### config.mk
export PLATFORM = sky130hd
export DESIGN_NAME = rtx_ctrl
export DESIGN_NICKNAME = d
export VERILOG_FILES = /design/src/rtl/rtx_pkg.sv /design/src/rtl/rtx_ptr.sv /design/src/rtl/rtx_track.sv /design/src/rtl/rtx_flags.sv /design/src/rtl/rtx_ctrl.sv
export SDC_FILE = /design/constraint.sdc
export NUM_CORES = 1
export LEC_CHECK = 0
export ABC_CLOCK_PERIOD_IN_PS = 4900
export BUFFER_PORTS_ARGS = -buffer_cell sky130_fd_sc_hd__buf_2
export CORE_MARGIN = 2
export CORE_UTILIZATION = 40
export DETAILED_ROUTE_END_ITERATION = 16
export PLACE_DENSITY_LB_ADDON = 0.2
export RECOVER_POWER = 50
export SLEW_MARGIN = 20
export SYNTH_ARGS = -nofsm -noshare
export SYNTH_HDL_FRONTEND = slang
export SYNTH_HIERARCHICAL = 1
export SYNTH_SLANG_ARGS = --single-unit
### constraint.sdc
create_clock -name clk -period 4.9 [get_ports clk]
set_input_delay 1.225 -clock clk [delete_from_list [all_inputs] [get_ports clk]]
set_output_delay 1.225 -clock clk [all_outputs]
set_load 0.02 [all_outputs]
### src/rtl/rtx_pkg.sv
package rtx_pkg;
    // Classification of the rewind input on a given edge.
    typedef enum logic [1:0] {
        RW_IDLE   = 2'b00,
        RW_TAKE   = 2'b01,
        RW_REJECT = 2'b10
    } rw_kind_t;

    function automatic rw_kind_t classify(input logic req, input logic ok);
        if (!req)
            return RW_IDLE;
        else if (ok)
            return RW_TAKE;
        else
            return RW_REJECT;
    endfunction
endpackage

### src/rtl/rtx_ptr.sv
module rtx_ptr #(
    parameter int W = 5
) (
    input  logic         clk,
    input  logic         rst_n,
    input  logic         inc,
    input  logic         clr,
    output logic [W-1:0] ptr
);
    typedef struct packed {
        logic [W-1:0] p;
    } st_t;

    st_t st_d, st_q;

    always_comb begin
        st_d = st_q;
        if (clr)
            st_d.p = '0;
        else if (inc)
            st_d.p = st_q.p + W'(1);
    end

    always_ff @(posedge clk or negedge rst_n) begin
        if (!rst_n)
            st_q <= '0;
        else
            st_q <= st_d;
    end

    assign ptr = st_q.p;

    p_clear_r4: assert property (@(posedge clk) disable iff (!rst_n)
        clr |=> ptr == '0);
    p_step_r10: assert property (@(posedge clk) disable iff (!rst_n)
        (inc && !clr) |=> ptr == $past(ptr) + W'(1));
    p_idle_r8: assert property (@(posedge clk) disable iff (!rst_n)
        (!inc && !clr) |=> $stable(ptr));
endmodule

### src/rtl/rtx_track.sv
module rtx_track #(
    parameter int DEPTH = 16,
    localparam int TW = $clog2(DEPTH + 2)
) (
    input  logic clk,
    input  logic rst_n,
    input  logic wr_fire,
    input  logic rd_fire,
    output logic rewind_ok
);
    localparam logic [TW-1:0] LIMIT = TW'(DEPTH);

    typedef struct packed {
        logic [TW-1:0] total;  // saturates at DEPTH+1
        logic          seen;
    } st_t;

    st_t st_d, st_q;

    always_comb begin
        st_d = st_q;
        if (wr_fire && st_q.total <= LIMIT)
            st_d.total = st_q.total + TW'(1);
        if (rd_fire)
            st_d.seen = 1'b1;
    end

    always_ff @(posedge clk or negedge rst_n) begin
        if (!rst_n)
            st_q <= '0;
        else
            st_q <= st_d;
    end

    assign rewind_ok = st_q.seen && (st_q.total <= LIMIT);

    p_sat_r6: assert property (@(posedge clk) disable iff (!rst_n)
        st_q.total <= LIMIT + TW'(1));
    p_sticky_r7: assert property (@(posedge clk) disable iff (!rst_n)
        st_q.seen |=> st_q.seen);
    p_lost_r6: assert property (@(posedge clk) disable iff (!rst_n)
        !rewind_ok && st_q.seen |=> !rewind_ok);
endmodule

### src/rtl/rtx_flags.sv
module rtx_flags #(
    parameter int DEPTH = 16,
    localparam int AW = $clog2(DEPTH)
) (
    input  logic        clk,
    input  logic        rst_n,
    input  logic [AW:0] wptr,
    input  logic [AW:0] rptr,
    output logic [AW:0] count,
    output logic        empty,
    output logic        full
);
    localparam logic [AW:0] FULLV = (AW+1)'(DEPTH);

    always_comb begin
        count = wptr - rptr;
        empty = (count == '0);
        full  = (count == FULLV);
    end

    p_bound_r9: assert property (@(posedge clk) disable iff (!rst_n)
        count <= FULLV);
endmodule

### src/rtl/rtx_ctrl.sv
module rtx_ctrl
    import rtx_pkg::*;
#(
    parameter int DEPTH = 16,
    localparam int AW = $clog2(DEPTH)
) (
    input  logic          clk,
    input  logic          rst_n,
    input  logic          wr_en,
    input  logic          rd_en,
    input  logic          rewind_n,
    output logic [AW-1:0] wr_addr,
    output logic [AW-1:0] rd_addr,
    output logic [AW:0]   count,
    output logic          empty,
    output logic          full,
    output logic          rewind_err
);
    typedef struct packed {
        logic err;
    } st_t;

    st_t      st_d, st_q;
    logic     rewind_ok;
    logic     wr_fire, rd_fire, take;
    rw_kind_t kind;
    logic [AW:0] wptr, rptr;

    always_comb begin
        kind    = classify(!rewind_n, rewind_ok);
        take    = (kind == RW_TAKE);
        wr_fire = rewind_n && wr_en && !full;
        rd_fire = rewind_n && rd_en && !empty;
        st_d     = st_q;
        st_d.err = (kind == RW_REJECT);
    end

    always_ff @(posedge clk or negedge rst_n) begin
        if (!rst_n)
            st_q <= '0;
        else
            st_q <= st_d;
    end

    rtx_ptr #(.W(AW+1)) u_wptr (
        .clk(clk), .rst_n(rst_n), .inc(wr_fire), .clr(1'b0), .ptr(wptr)
    );

    rtx_ptr #(.W(AW+1)) u_rptr (
        .clk(clk), .rst_n(rst_n), .inc(rd_fire), .clr(take), .ptr(rptr)
    );

    rtx_track #(.DEPTH(DEPTH)) u_track (
        .clk(clk), .rst_n(rst_n), .wr_fire(wr_fire), .rd_fire(rd_fire),
        .rewind_ok(rewind_ok)
    );

    rtx_flags #(.DEPTH(DEPTH)) u_flags (
        .clk(clk), .rst_n(rst_n), .wptr(wptr), .rptr(rptr),
        .count(count), .empty(empty), .full(full)
    );

    assign wr_addr    = wptr[AW-1:0];
    assign rd_addr    = rptr[AW-1:0];
    assign rewind_err = st_q.err;

    p_rewind_r4: assert property (@(posedge clk) disable iff (!rst_n)
        (!rewind_n && rewind_ok) |=> (rd_addr == '0 && !rewind_err));
    p_quiet_r5: assert property (@(posedge clk) disable iff (!rst_n)
        !rewind_n |=> $stable(wr_addr));
    p_reject_r8: assert property (@(posedge clk) disable iff (!rst_n)
        (!rewind_n && !rewind_ok) |=> (rewind_err && $stable(rd_addr) && $stable(count)));
    p_noerr_r8: assert property (@(posedge clk) disable iff (!rst_n)
        rewind_n |=> !rewind_err);
    p_nowrite_full_r2: assert property (@(posedge clk) disable iff (!rst_n)
        full |=> $stable(wr_addr));
endmodule

==> reports/qor.tcl <==
set qor(core_ar_mm2) 0.00252
set qor(worst-path-stages) 8
set qor(synth_area_per_cell_um2) 10.3
set qor(critical_path.n_buffers_inverters) 3
set qor(combined_global_route_utilization_of_all_metal_layers) 0.150
set qor(total_leakage_power_uw) 0.000593
set qor(dp_hpwl_um) 1700
set qor(drc_errors) 0
set qor(part_of_the_total_power_dissipated_in_combinational_logic) 0.554
set qor(synth_most_common_cell) {dfrtp_1}
set qor(yosysWarningCount) 6
set qor(total_power_uw) 627
set qor(critPathSlowestCell) {dfrtp_1}
set qor(area_delta_synth_final_pct) 14.4
set qor(rows) 18
set qor(fin_worst_skew_ns) 0.00347
set qor(crit_path_start_kind) {flop}
set qor(crit_path_cell_trace) {inv_1 > ha_1 > inv_1 > fa_1 > nand3b_1 > a211o_1 > a211oi_2 > buf_2}
set qor(cpPeakStageDelay_ns) 0.44
set qor(netlist.area_leader.share) 0.393
set qor(via_count_of_the_first_global_routing_pass) 831
set qor(die_y_um) 56.0
set qor(synth-edff-count) 0
set qor(drive_above_1_share) 0.165
set qor(biggest_fanout_along_the_worst_timing_path) 5
set qor(total_of_fill_cells_in_the_finished_design) 258
set qor(hold_path_depth) 1
set qor(cp.arrival_ns) 2.40
set qor(overall_die_area_mm2) 0.00314
set qor(postCtsSetupBuffers) 0
set qor(m1WireLength_um) 979
set qor(power.sequential.fraction) 0.328
set qor(internal-power_uw) 343
set qor(io_port_bufs) 20
set qor(clock-sinks) 17
set qor(insertion_delay_ns) 0.29
set qor(maximum_clock_path_buffer_count) 2
set qor(holdBufCountCts) 0
set qor(dr_wl_met3_um) 96
set qor(run_status) {finished clean}
set qor(root_buffer) {clkbuf_4}
set qor(initial_core_util) 0.430
set qor(detailroute.via_count) 825
set qor(clock_tree.htree_level_count) 1
set qor(antenna-diode-count) 0
set qor(worst_path_most_repeated_cell) {inv_1}
set qor(postSynth.asyncResetShare) 1.00
set qor(finalCriticalPeriod_ns) 3.63
set qor(worst_tran_pin_value_ns) 0.949
set qor(total_iterations_of_the_first_detailed_routing_run) 4
set qor(netlist_top_cells_area) {dfrtp_1 (39%), ha_1 (9.2%), mux2_4 (4.2%)}
set qor(seq_area_frac_synth) 0.393
set qor(final_min_period_over_clock_period) 0.741
set qor(achievable-frequency_mhz) 276
set qor(cts.repair.resized) 0
set qor(crit_required_ns) 3.67
set qor(die_w_um) 56.0
set qor(detailedRoute.firstIterationViolations) 25
set qor(slew_viol_final) 0
set qor(top_layer_used) {met4}
set qor(powerDensity_mw_per_mm2) 505
set qor(finalSetupViolCount) 0
set qor(clk_transition_reported_paths_ns) 0.09
set qor(wl_per_cell_um) 13.5
set qor(setup_tns_ns) 0
set qor(post-synth-top-area-cell) {dfrtp_1}
set qor(synth_cell_types) 33
set qor(synth_commonest_cells) {dfrtp_1 (17), inv_1 (9), nor2_1 (9)}
set qor(cts_tree) {built}
set qor(viasPerCell) 5.06
set qor(min_path_type) {reg -> reg}
set qor(tritoncts.num_buffers) 3
set qor(final_util) 0.492
set qor(postRouteAntennaNets) 0
set qor(wirelength_um) 2190
set qor(grt_antenna_before_repair) 0
set qor(max_cap_violations) 0
set qor(wl_met2_um) 1100
set qor(gp_routability_congestion) 0.757
set qor(design.final.nets) 148
set qor(grt-ovfl-total) 0
set qor(setup.worst_path.class) {reg -> out}
set qor(first_pass_grt_wire_length_um) 3700
set qor(critical-path-top-delay-family) {adder cells}
set qor(crit_path_end_kind) {output port}
set qor(synth_top_flop_cell) {dfrtp_1}
set qor(synth.ff_latch_count) 17
set qor(netSwitchingPower_uw) 284
set qor(syn_area_mm2) 0.00108
set qor(final_hold_viol_count) 0
set qor(io-pin-count) 21
set qor(slew_headroom) 0.368
set qor(r2r_cells) 10
set qor(grt_max_degree) 18
set qor(grt_setup_unrepaired) {false}
set qor(max-vdd-ir-drop_mv) 0.327
set qor(syn_inst) 105
set qor(clkPwrFrac) 0.117
set qor(netSwitchingFraction) 0.453
==> registers in the layout, summed over array words and instances (netlist names) <==
register	cells
u_track/st_q	6
u_rptr/ptr	5
rewind_err	1
u_wptr/ptr	5
==> power by group through the flow <==
| stage | clock, uW | combinational [uW] | sequential [uW] |
|---|---|---|---|
| after floorplan | 0 | 244 | 222 |
| after global placement | 0 | 346 | 205 |
| after detailed placement | 0 | 354 | 208 |
| after CTS | 78.4 | 357 | 206 |
| after global routing | 82.7 | 387 | 212 |
| final | 73.5 | 347 | 206 |
==> layout make-up <==
class | count | area, um2 | share of cell area
Clock buffer | 4 | 26.3 | 0.0212
Inverter | 9 | 33.8 | 0.0272
Multi-Input combinational cell | 83 | 627 | 0.506
Sequential cell | 17 | 425 | 0.343
Tap cell | 30 | 37.5 | 0.0303
Timing Repair Buffer | 20 | 90.1 | 0.0727
==> cells by family after synthesis <==
logic type               after synthesis  synth area share
AND/OR/NAND/NOR                       38             0.209
other                                  1           0.00346
buffers and inverters                 11            0.0450
XOR/XNOR                               7            0.0566
adder cells (fa/ha/maj)                9             0.111
flip-flops                            17             0.393
multiplexers                           7            0.0808
AO/OA/AOI/OAI                         15             0.102
==> per-layer routing <==
metal,vias to the layer above,track usage
met5,-,0
met4,0,0.0204
met3,2,0.0535
met2,17,0.257
met1,397,0.185
li1,409,-
==> cell usage in the layout (no fill, tap or decap), types with 3 or more instances in the layout <==
cell type / n
nor2b_1: 6
inv_1: 9
nor2_1: 9
a21oi_1: 6
xnor2_1: 5
mux2_4: 3
dfrtp_1: 17
clkbuf_4: 3
nand3b_1: 4
ha_1: 8
nand4_1: 5
conb_1: 7
clkbuf_1: 9
nand2_1: 3
buf_2: 12
==> final timing paths <==
path                                  from               to  slack (ns)
min in group asynchronous            rst_n    u_wptr/ptr[0]        1.05
hold reg to reg            u_track/st_q[0]  u_track/st_q[0]        0.50
setup / recovery             u_wptr/ptr[0]            empty        1.27
hold / removal             u_track/st_q[0]  u_track/st_q[0]        0.50
setup reg to reg             u_wptr/ptr[0]    u_wptr/ptr[3]        2.08
max in group asynchronous            rst_n  u_track/st_q[1]        3.27
==> through the flow <==
step	setup WS, ns	instance area, um2	hold WS [ns]	instances
4_1_cts	1.25	1250	0.501	163
3_3_place_gp	1.64	1230	0.467	159
5_1_grt	1.10	1240	0.519	163
6_report	1.27	1240	0.499	163
3_5_place_dp	1.60	1230	0.477	159
2_1_floorplan	1.47	1110	0.440	111
Note: power is estimated with default switching activity, not from simulation.
